## src/rtl/bsw_pkg.sv

```systemverilog
package bsw_pkg;
   localparam int LIMIT_W = 15;
   localparam int EXP_W   = 4;
   localparam int WORD_W  = LIMIT_W + 1;
   localparam int FLAG_BIT = 7;

   typedef enum logic [1:0] {
      SEL_CTRL = 2'd0,
      SEL_DIV  = 2'd1,
      SEL_STAT = 2'd2,
      SEL_NONE = 2'd3
   } wr_sel_e;
endpackage

```

## src/rtl/bsw_cfg_regs.sv

```systemverilog
module bsw_cfg_regs #(
   parameter int LIMIT_W = 15,
   parameter int EXP_W   = 4,
   parameter int FLAG_BIT = 7,
   localparam int WORD_W = LIMIT_W + 1
) (
   input  logic              clk,
   input  logic              rst_n,
   input  logic              wr_en,
   input  logic [1:0]        wr_sel,
   input  logic [WORD_W-1:0] wr_data,
   output logic [WORD_W-1:0] ctrl_q,
   output logic [EXP_W-1:0]  exp_q,
   output logic              reenable,
   output logic              flag_clr
);
   import bsw_pkg::*;

   logic wr_ctrl, wr_div;

   assign wr_ctrl  = wr_en && (wr_sel == SEL_CTRL);
   assign wr_div   = wr_en && (wr_sel == SEL_DIV);
   assign flag_clr = wr_en && (wr_sel == SEL_STAT) && wr_data[FLAG_BIT];
   assign reenable = wr_ctrl && wr_data[WORD_W-1] && !ctrl_q[WORD_W-1];

   always_ff @(posedge clk or negedge rst_n) begin
      if (!rst_n) begin
         ctrl_q <= '0;
      end else if (wr_ctrl) begin
         ctrl_q <= wr_data;
      end
   end

   generate
      if (EXP_W > 0) begin : g_exp_reg
         always_ff @(posedge clk or negedge rst_n) begin
            if (!rst_n) begin
               exp_q <= '0;
            end else if (wr_div) begin
               exp_q <= wr_data[EXP_W-1:0];
            end
         end
      end else begin : g_no_exp
         assign exp_q = '0;
      end
   endgenerate

   AST_EXP_ONLY_ON_WRITE: assert property (@(posedge clk) disable iff (!rst_n)
      !wr_div |=> $stable(exp_q));
   AST_CTRL_ONLY_ON_WRITE: assert property (@(posedge clk) disable iff (!rst_n)
      !wr_ctrl |=> $stable(ctrl_q));
endmodule

```

## src/rtl/bsw_prescaler.sv

```systemverilog
module bsw_prescaler #(
   parameter int EXP_W = 4,
   localparam int PRE_W = (EXP_W > 0) ? ((1 << EXP_W) - 1) : 1
) (
   input  logic             clk,
   input  logic             rst_n,
   input  logic             run,
   input  logic             clr,
   input  logic [EXP_W-1:0] exp_q,
   output logic             tick
);
   generate
      if (EXP_W == 0) begin : g_direct
         assign tick = run && !clr;
      end else begin : g_divider
         logic [PRE_W-1:0] pre_q;
         logic [PRE_W:0]   span;
         logic [PRE_W-1:0] mask;
         logic             wrap;

         assign span = ({{PRE_W{1'b0}}, 1'b1} << exp_q) - 1'b1;
         assign mask = span[PRE_W-1:0];
         assign wrap = (pre_q == mask);
         assign tick = run && !clr && wrap;

         always_ff @(posedge clk or negedge rst_n) begin
            if (!rst_n) begin
               pre_q <= '0;
            end else if (clr) begin
               pre_q <= '0;
            end else if (run) begin
               pre_q <= wrap ? '0 : pre_q + 1'b1;
            end
         end

         AST_PRE_CLEARED: assert property (@(posedge clk) disable iff (!rst_n)
            clr |=> (pre_q == '0));
         AST_PRE_HOLD: assert property (@(posedge clk) disable iff (!rst_n)
            (!run && !clr) |=> $stable(pre_q));
      end
   endgenerate

   AST_TICK_NEEDS_RUN: assert property (@(posedge clk) disable iff (!rst_n)
      tick |-> run);
endmodule

```

## src/rtl/bsw_limit_counter.sv

```systemverilog
module bsw_limit_counter #(
   parameter int LIMIT_W = 15
) (
   input  logic               clk,
   input  logic               rst_n,
   input  logic               run,
   input  logic               clr,
   input  logic               tick,
   input  logic [LIMIT_W-1:0] limit,
   input  logic               flag_clr,
   output logic               flag_q
);
   logic [LIMIT_W-1:0] cnt_q;
   logic [LIMIT_W:0]   cnt_next;
   logic               at_limit;
   logic               hit;

   assign cnt_next = {1'b0, cnt_q} + 1'b1;
   assign at_limit = (cnt_q >= limit);
   assign hit      = tick && (cnt_next >= {1'b0, limit});

   always_ff @(posedge clk or negedge rst_n) begin
      if (!rst_n) begin
         cnt_q <= '0;
      end else if (clr) begin
         cnt_q <= '0;
      end else if (tick && !at_limit) begin
         cnt_q <= cnt_next[LIMIT_W-1:0];
      end
   end

   always_ff @(posedge clk or negedge rst_n) begin
      if (!rst_n) begin
         flag_q <= 1'b0;
      end else if (hit) begin
         flag_q <= 1'b1;
      end else if (flag_clr) begin
         flag_q <= 1'b0;
      end
   end

   AST_CNT_CLEARED: assert property (@(posedge clk) disable iff (!rst_n)
      clr |=> (cnt_q == '0));
   AST_CNT_HOLD: assert property (@(posedge clk) disable iff (!rst_n)
      (!run && !clr) |=> $stable(cnt_q));
   AST_FLAG_AFTER_TICK: assert property (@(posedge clk) disable iff (!rst_n)
      $rose(flag_q) |-> $past(tick));
   AST_FLAG_STICKY: assert property (@(posedge clk) disable iff (!rst_n)
      (flag_q && !flag_clr) |=> flag_q);
endmodule

```

## src/rtl/bus_stall_watchdog.sv

```systemverilog
module bus_stall_watchdog #(
   parameter int LIMIT_W  = bsw_pkg::LIMIT_W,
   parameter int EXP_W    = bsw_pkg::EXP_W,
   parameter int FLAG_BIT = bsw_pkg::FLAG_BIT,
   localparam int WORD_W  = LIMIT_W + 1
) (
   input  logic              clk,
   input  logic              rst_n,
   input  logic              wr_en,
   input  logic [1:0]        wr_sel,
   input  logic [WORD_W-1:0] wr_data,
   input  logic              xfer_busy,
   input  logic              xfer_start,
   input  logic              bus_kick,
   output logic [WORD_W-1:0] ctrl_word,
   output logic [EXP_W-1:0]  div_exp,
   output logic              timeout_flag,
   output logic [WORD_W-1:0] stat_word
);
   generate
      if (LIMIT_W < 1 || LIMIT_W > 30) begin : g_bad_limit
         $error("LIMIT_W out of range");
      end
      if (EXP_W < 1 || EXP_W > 4) begin : g_bad_exp
         $error("EXP_W must be 1 to 4");
      end
      if (FLAG_BIT >= WORD_W) begin : g_bad_flag
         $error("FLAG_BIT outside status word");
      end
   endgenerate

   logic reenable, flag_clr, run, clr, tick;

   bsw_cfg_regs #(
      .LIMIT_W (LIMIT_W),
      .EXP_W   (EXP_W),
      .FLAG_BIT(FLAG_BIT)
   ) i_regs (
      .clk     (clk),
      .rst_n   (rst_n),
      .wr_en   (wr_en),
      .wr_sel  (wr_sel),
      .wr_data (wr_data),
      .ctrl_q  (ctrl_word),
      .exp_q   (div_exp),
      .reenable(reenable),
      .flag_clr(flag_clr)
   );

   assign run = ctrl_word[WORD_W-1] && xfer_busy;
   assign clr = xfer_start || bus_kick || reenable;

   bsw_prescaler #(.EXP_W(EXP_W)) i_pre (
      .clk  (clk),
      .rst_n(rst_n),
      .run  (run),
      .clr  (clr),
      .exp_q(div_exp),
      .tick (tick)
   );

   bsw_limit_counter #(.LIMIT_W(LIMIT_W)) i_cnt (
      .clk     (clk),
      .rst_n   (rst_n),
      .run     (run),
      .clr     (clr),
      .tick    (tick),
      .limit   (ctrl_word[LIMIT_W-1:0]),
      .flag_clr(flag_clr),
      .flag_q  (timeout_flag)
   );

   always_comb begin
      stat_word           = '0;
      stat_word[FLAG_BIT] = timeout_flag;
   end

   AST_NO_FLAG_DISABLED: assert property (@(posedge clk) disable iff (!rst_n)
      !ctrl_word[WORD_W-1] |=> !$rose(timeout_flag));
   AST_STATUS_MIRROR: assert property (@(posedge clk) disable iff (!rst_n)
      $countones(stat_word) == 32'(timeout_flag));
endmodule

```

## config.mk

```make
export PLATFORM = sky130hd
export DESIGN_NAME = bus_stall_watchdog
export DESIGN_NICKNAME = d
export VERILOG_FILES = /design/src/rtl/bsw_pkg.sv /design/src/rtl/bsw_cfg_regs.sv /design/src/rtl/bsw_prescaler.sv /design/src/rtl/bsw_limit_counter.sv /design/src/rtl/bus_stall_watchdog.sv
export SDC_FILE = /design/constraint.sdc
export NUM_CORES = 1
export LEC_CHECK = 0
export BUFFER_PORTS_ARGS = -buffer_cell sky130_fd_sc_hd__buf_2
export CAP_MARGIN = 5
export CORE_MARGIN = 2
export CORE_UTILIZATION = 33
export CTS_BUF_LIST = sky130_fd_sc_hd__clkbuf_16
export DETAILED_ROUTE_END_ITERATION = 12
export PLACE_DENSITY = 0.49
export SYNTH_ARGS = -nofsm -noshare
export SYNTH_HDL_FRONTEND = slang
export SYNTH_SLANG_ARGS = --single-unit
```

## constraint.sdc

```tcl
create_clock -name clk -period 3.49 [get_ports clk]
set_input_delay 1.047 -clock clk [delete_from_list [all_inputs] [get_ports clk]]
set_output_delay 1.047 -clock clk [all_outputs]
set_load 0.03 [all_outputs]
```

# [Yosys cells after proc, flatten, opt, wreduce, memory -nomap -nowiden]
# Cells that the tools add are included.
# Widths: inputs -> output; s select.
[classes] add_sub_neg=3 n_lt_le_gt_ge=2 n_eq_ne=3 shifts=1 mux=7 reduce_logical=20
[ops] cell="$mux 15" count=5
[ops] cell="$add 15x1->16 const B" count=1
[ops] cell="$ge 16x15->1" count=1
[ops] cell="$add 15x1->15 const B" count=1
[ops] cell="$eq 15x15->1" count=1
[ops] cell="$ge 15x15->1" count=1
[ops] cell="$shl 1x4->15 const A" count=1
[ops] cell="$sub 15x1->15 const B" count=1
[ops] cell="$logic_and 1x1->1" count=11
[ops] cell="$reduce_bool 2->1" count=3
[ops] cell="$logic_not 1->1" count=3
[ops] cell="$eq 2x1->1 const B" count=1
[ops] cell="$eq 2x2->1 const B" count=1
[ops] cell="$logic_not 2->1" count=1
[ops] cell="$logic_or 1x1->1" count=2
[ops] cell="$mux 1" count=2
[word_totals] reg_bits=51 input_bits=24 wordCells=41

# [Longest topological paths before layout]
# Gate-level depths: netlist (run 1).
[logic_depth] depth_word=11 depth_mapped=15

# [Hierarchy]
# A second synthesis (run 1) with hierarchy kept.
[hier_totals] hier_cells=443 hier_area_um2=4098.9
[modules_own_cells] module="bsw_limit_counter" n_inst=1 cells_per_inst=193 area_per_inst_um2=1657.8 seq_area_each_um2=400.4
[modules_own_cells] module="bsw_prescaler" n_inst=1 cells_per_inst=186 area_per_inst_um2=1521.5 seq_area_each_um2=375.4
[modules_own_cells] module="bsw_cfg_regs" n_inst=1 cells_per_inst=45 area_per_inst_um2=783.3 seq_area_each_um2=500.5
[modules_own_cells] module="bus_stall_watchdog" n_inst=1 cells_per_inst=19 area_per_inst_um2=136.4 seq_area_each_um2=0.0

# [Least setup slack after synthesis (run 1)]
# Ideal clock, no wire load.
[synth_path] path_type="register to register" from="reg i_regs.exp_q[3]" to="reg i_pre.g_divider.pre_q[7]" arrival_ns=3.570 slack_ns=-0.206 path_stages_with_launch=15 n_path_buf=5 synth_period_minus_slack_ns=3.696 path_cell_list="dfrtp_1 buf_4 buf_6 clkbuf_1 or4_1 ha_1 buf_6 nor3_1 o2111a_1 a211oi_1 or4_4 o21ba_1 buf_6 and3_1 a221o_1"
[synth_between] elab_chain_cells=6
[synth_rtl] element="from (decl)" line="bsw_cfg_regs.sv:13" source="output logic [EXP_W-1:0] exp_q,"
[synth_rtl] element="from (signal assigned)" line="bsw_cfg_regs.sv:40" source="exp_q <= wr_data[EXP_W-1:0];"
[synth_rtl] element="$shl 1x4->15" line="bsw_prescaler.sv:21" source="assign span = ({{PRE_W{1'b0}}, 1'b1} << exp_q) - 1'b1;"
[synth_rtl] element="$sub 15x1->15" line="bsw_prescaler.sv:21"
[synth_rtl] element="$eq 15x15->1" line="bsw_prescaler.sv:23" source="assign wrap = (pre_q == mask);"
[synth_rtl] element="$mux 15" line="bsw_prescaler.sv:32" source="pre_q <= wrap ? '0 : pre_q + 1'b1;"
[synth_rtl] element="$mux 15" line="bsw_prescaler.sv:31" source="end else if (run) begin"
[synth_rtl] element="$mux 15" line="bsw_prescaler.sv:29" source="end else if (clr) begin"
[synth_rtl] element="to (signal assigned)" line="bsw_prescaler.sv:32"
[synth_rtl] element="to (decl)" line="bsw_prescaler.sv:16" source="logic [PRE_W-1:0] pre_q;"
# No other way between the ends. The select of a mux whose other input is x is not followed.
# A chain may end at the register's enable or synchronous reset.

# [Worst setup path after layout (run 1)]
[layout_path] from="reg i_regs.exp_q[3]" to="reg i_pre.g_divider.pre_q[0]"
# The elaborated chain is that of the path after synthesis.

==> metrics.txt, run 1 <==
clock root cell clkbuf_16; HPWL Detailed 7.370 mm; register area share after synthesis 32.34%; IO buf count 45; largest area contributor in the netlist dfrtp_1; Worst Path Required 3.67 ns; count leader, synth nand2_1; Yosys top cell area share 32.34%; largest cells by area after synthesis dfrtp_1 (32%), ha_1 (10%), nand2_1 (5.1%); worst slack at placement ~0.23 ns; Post-CTS Setup Repair Bufs 0; CP cell instances or4_1 -> ha_2 -> nor3b_2 -> and4_1 -> a211oi_1 -> or4_4 -> o21ba_1 -> buf_4 -> mux2_2; Yosys cell types 63; top cells by count, synth nand2_1 (54), dfrtp_1 (51), o21ai_0 (38); maxcap violations 0; GR Util All Layers 16.44%; Max VDD drop approximately 0.16 mV; largest family of logic cells by synthesized area simple AND/OR/NAND/NOR gates; H-tree depth 2; status finished clean; Clock Tree Buf Depth 2; RSZ-0062 raised after global routing false; initial antenna violation count 0; largest net degree at the start of global routing 38; vias in the first global route 3443; Worst Path Buf+Inv 1; global-route wire length before repair roughly 17 mm; RD Place Congestion between 0.8 and 0.9; # DRC 0; Post-synth EDFFs 0; Hold Crit Class flop to flop; Final Hold Slack a little over 0.5 ns; via count 3327; Post-DRT Antenna Nets 0; setup TNS 0 ns; wirelength, routed 9.837 mm; Reg clk slew, reported paths 0.07 ns; Rows 39; final setup vio count 0; Die Wd between 100 and 150 µm; Final Util between 30% and 40%; Async S/R FF share, synth 100.0%; Setup crit start i_regs.exp_q[3]; Die Ht between 100 and 150 µm; WS Path Type flop to flop; post-layout min period 3.280 ns; final setup skew 0.008935 ns; Num CTS Buffers 5; post-route setup slack about 0.21 ns; cell family with most CP delay simple AND/OR/NAND/NOR gates; Crit. End Element flop; mapped cell area about 3900 µm²; yosys warns 0; filler-free cell count of the finished design 641; clk_lat worst skew around 0.3 ns; endpoints failing hold 0; Worst EP arrival 3.46 ns; leak pwr 2.112 nW; Peak Freq 304.9 MHz; startpoint types flop; measured slew at the worst slew-check pin just under 0.9 ns; Avg Cell Area, Syn 8.654 µm²; Slowest-stage cell, CP or4_4; n_diodes 0; Synth Area in XOR/XNOR 2.885%; reg-to-reg endpoint i_pre.g_divider.pre_q[0]; post-synthesis register bit count 51; placed cells approximately 630; reg-to-reg slack, setup ~0.21 ns; crit-path max FO 16; final slew viol count 0; IO Pins 61; DRT Pass-1 Iters 4; total global routing overflow 0; CTS tree built; Synth-to-Final Area Change 11.38%; PwrDens 382.4 nW/µm²; 1st-iter DRT viols 234; Reg-to-Reg Start i_regs.exp_q[3]; Core Region 11560 µm²; fin nets 554; Vias per Instance 5.190; share of cells above drive strength 1 17.67%; die area 12850 µm²; Worst slew margin 41.55%; cts hold-fix bufs 0; Critical Path Sink i_pre.g_divider.pre_q[0]; Initial Util 34.12%; mux contribution to synthesized area 3.868%; Avg WL per Cell about 15 µm; Main synth FF type dfrtp_1; adder-cell area share of the yosys netlist 10.46%; Tcrit/Tclk final 93.98%; number of gates given a new drive strength after cts 0; post-synthesis cell count between 400 and 500; post-synthesis compound-gate area fraction a little under a fifth; CP peak stage delay 0.57 ns; Worst path depth 9; Worst Reg2Reg Path Length in Cells 9; simple-gate share of the synthesized area 22.04%; Sink Count 51
-- where the power goes --
| part | switching, W | internal [W] | total [W] |
|---|---|---|---|
| Clock | 0.000230 | 0.000265 | 0.000495 |
| Sequential | 0.0000296 | 0.000632 | 0.000662 |
| Combinational | 0.000351 | 0.000174 | 0.000524 |
-- worst min-delay path by stage --
stage	start	end	slack (ns)	cells past startpoint
floorplan	i_cnt.cnt_q[5]	i_cnt.cnt_q[5]	0.51	1
global placement	i_cnt.flag_q	i_cnt.flag_q	0.51	2
detailed placement	i_cnt.flag_q	i_cnt.flag_q	0.51	2
CTS	i_cnt.flag_q	i_cnt.flag_q	0.53	2
global route	i_cnt.flag_q	i_cnt.flag_q	0.58	2
finish	i_cnt.flag_q	i_cnt.flag_q	0.51	2
-- cell families (layout without fill, tap and decap cells) --
| kind of cell | after synthesis | count (layout) |
|---|---|---|
| and+or+nand+nor | 163 | 163 |
| AOI/OAI and AO/OA | 115 | 115 |
| buffers and inverters | 66 | 94 |
| DFF | 51 | 51 |
| adders and majority gates | 33 | 33 |
| muxes | 14 | 14 |
| xor gates and xnor gates | 13 | 13 |
| other | 1 | 15 |
-- area by class of cell --
class | instances | area (µm²)
Fill cell | 1192 | 7169
Multi-Input combinational cell | 353 | 2370
Sequential cell | 51 | 1277
Timing Repair Buffer | 57 | 315.3
Tap cell | 143 | 178.9
Clock buffer | 5 | 125.1
Inverter | 29 | 108.9
Clock inverter | 3 | 20.02
-- tightest hold or removal path: stages (launching register included) --
cell	delay, ns
dfrtp_1	0.36
nand2_1	0.06
o21ai_0	0.06
-- cells in the final DEF (no fill, tap or decap), types with 8 or more instances in the layout --
master,n
nand3_1,27
a21o_1,15
nor2_1,17
nand2_1,54
a211oi_1,10
xnor2_1,9
inv_1,29
o21ai_0,38
and3_1,8
ha_1,32
nand2b_1,8
dfrtp_1,50
buf_4,12
a21oi_1,21
conb_1,15
buf_2,45
-- metrics by stage --
step                      cell area [µm²]  total power (W)
final                                4395         0.001681
after global routing                 4395         0.001792
after CTS                            4395         0.001714
after detailed placement             4250         0.001201
after global placement               4250         0.001192
after floorplan                      4028         0.001088
-- flip-flops by register name, indices dropped and copies added, names as in the netlist --
name / cells
i_cnt.cnt_q: 15
i_cnt.flag_q: 1
i_pre.g_divider.pre_q: 15
i_regs.ctrl_q: 16
i_regs.exp_q: 4
-- per-layer routing --
metal / GRT usage (%) / part of all wire (%) / vias to the layer above
li1: - / - / 1681
met1: 21.45 / 47 / 1582
met2: 27.74 / 49 / 51
met3: 2.678 / 2.8 / 13
met4: 5.528 / 1.7 / 0
met5: 0 / 0 / -
No activity file was read; power rests on OpenSTA's default activity.
==> inputs of run 2 (changes only) <==
--- a/config.mk
+++ b/config.mk
@@ -12,6 +12,7 @@
 export CTS_BUF_LIST = sky130_fd_sc_hd__clkbuf_16
 export DETAILED_ROUTE_END_ITERATION = 12
 export PLACE_DENSITY = 0.49
+export SETUP_SLACK_MARGIN = 0.3
 export SYNTH_ARGS = -nofsm -noshare
 export SYNTH_HDL_FRONTEND = slang
 export SYNTH_SLANG_ARGS = --single-unit
==> run 2 against run 1 <==
Setup slack improved by 0.25 ns. Non-clock buffer count increased by 6. Final area increased by 2.6%. Sequential power about the same. Clock skew decreased by 0.0029 ns. Via count decreased by 0.18%. Core utilization increased by 1.0 points. Total power increased by 10%. Flip-flop and latch count unchanged. First-iteration DRC count decreased by 19%. Clock power increased by 30%. Critical path type unchanged.
==> metrics.txt, run 2 (synthesis gave the netlist of run 1 again) <==
status finished clean; placed cells 634; leak pwr 2.176 nW; Biggest register i_regs.ctrl_q; global-route wire length before repair 16.70 mm; Rows 39; Die Wd ~110 µm; Synth-to-Final Area Change 14.33%; Design Area, Final 4512 µm²; Worst slew margin between 40% and 50%; WL met3 371 µm; die area roughly 13000 µm²; Post-DRT Antenna Nets 0; Peak Freq 330.4 MHz; IO buf count between 40 and 50; maxcap violations 0; CTS tree built; top layer in use met4; Reg clk slew, reported paths 0.07 ns; Worst EP arrival 3.21 ns; cts hold-fix bufs 0; RSZ-0062 raised after global routing false; Vias per Instance 5.133; # DRC 0; startpoint types flop; measured slew at the worst slew-check pin roughly 0.87 ns; metal2 WL just under 5 mm; Top Registers i_regs.ctrl_q x16, i_cnt.cnt_q x15, i_pre.g_divider.pre_q x15; final slew viol count 0; filler-free cell count of the finished design ~650; post-layout min period 3.026 ns; setup TNS 0 ns; n_diodes 0; most frequent cells in the layout nand2_1 (54), dfrtp_1 (50), buf_2 (45); Final Hold Slack 0.5331 ns; share of cells above drive strength 1 a little under a fifth; RD Place Congestion between 0.7 and 0.8; total global routing overflow 0; crit-path max FO 8; met1 wire length 4.535 mm; Max VDD drop 0.1916 mV; Avg WL per Cell 15.28 µm; WS Path Type flop to flop; Num CTS Buffers 5; largest net degree at the start of global routing 38; DRT Pass-1 Iters 4; Clock Tree Buf Depth 2; Hold Crit Class flop to flop; H-tree depth 2; GR Util All Layers 16.24%; wirelength, routed 9.888 mm; 1st-iter DRT viols 189; commonest non-fill, non-tap cell in the layout nand2_1; Crit. End Element flop; vias in the first global route 3371; clk_lat worst skew 0.30 ns; endpoints failing hold 0; HPWL Detailed between 7 and 8 mm; PwrDens 411.0 nW/µm²; initial antenna violation count 0; fin nets 560; via count 3321; number of flip-flops in the largest register 16; IO Pins 61; clock root cell clkbuf_16; Die Ht ~110 µm; Tcrit/Tclk final 86.71%; Core Region between 10000 and 15000 µm²; Pwr Total 0.001854 W; Area after DPL 4258 µm²; Worst Path Required 3.67 ns; final setup skew roughly 0.006 ns; final setup vio count 0; Initial Util 34.12%; Sink Count 51
## run 2: per-layer routing
layer,track usage (%),up-vias
li1,-,1689
met1,21.17,1579
met2,27.31,47
met3,3.856,6
met4,3.821,0
met5,0,-
## run 2: final timing paths
check,from,endpoint,cells after the start,slack (ns)
hold / removal,i_cnt.flag_q,i_cnt.flag_q,2,0.53
max in group asynchronous,rst_n,i_regs.ctrl_q[10],2,1.93
setup reg to reg,i_regs.exp_q[3],i_pre.g_divider.pre_q[7],9,0.46
min in group asynchronous,rst_n,i_pre.g_divider.pre_q[14],1,0.86
hold reg to reg,i_cnt.flag_q,i_cnt.flag_q,2,0.53
setup / recovery,i_regs.exp_q[3],i_pre.g_divider.pre_q[7],9,0.46
## run 2: power by group
| part | internal [W] | leakage, nW | switching, W | total, W |
|---|---|---|---|---|
| Combinational | 0.000191 | 1.41 | 0.000358 | 0.000549 |
| Sequential | 0.000632 | 0.675 | 0.0000302 | 0.000662 |
| Clock | 0.000409 | 0.0952 | 0.000234 | 0.000643 |
## run 2: final cells by class
cell class,count,area [µm²]
tap,143,178.9
multi-input combinational,353,2400
fill,1195,7053
inverter,29,108.9
clock inverter,3,63.81
clock buffer,5,125.1
sequential,51,1277
timing repair buffer,63,357.8
## run 2: metrics by stage
stage | setup WS, ns | utilization [%]
3_5_place_dp | 0.2657 | 36.82
4_1_cts | 0.3004 | 38.45
6_report | 0.4637 | 39.01
5_1_grt | 0.3024 | 39.01
3_3_place_gp | 0.3540 | 36.82
2_1_floorplan | -0.003597 | -
## run 2: worst max-delay path, cell delays in order, from the launching register on
cell and delay [ns]:
dfrtp_2 0.43, or4_4 0.56, ha_4 0.22, nor3b_4 0.19, and4_1 0.21, a211oi_1 0.06
or4_4 0.56, o21ba_4 0.27, and3_1 0.17, a221o_1 0.26
## run 2: timing repair
item	CTS	global route
setup buffers	0	5
pin swaps	0	4
resized for setup	1	5
endpoints found under the setup margin	5	12
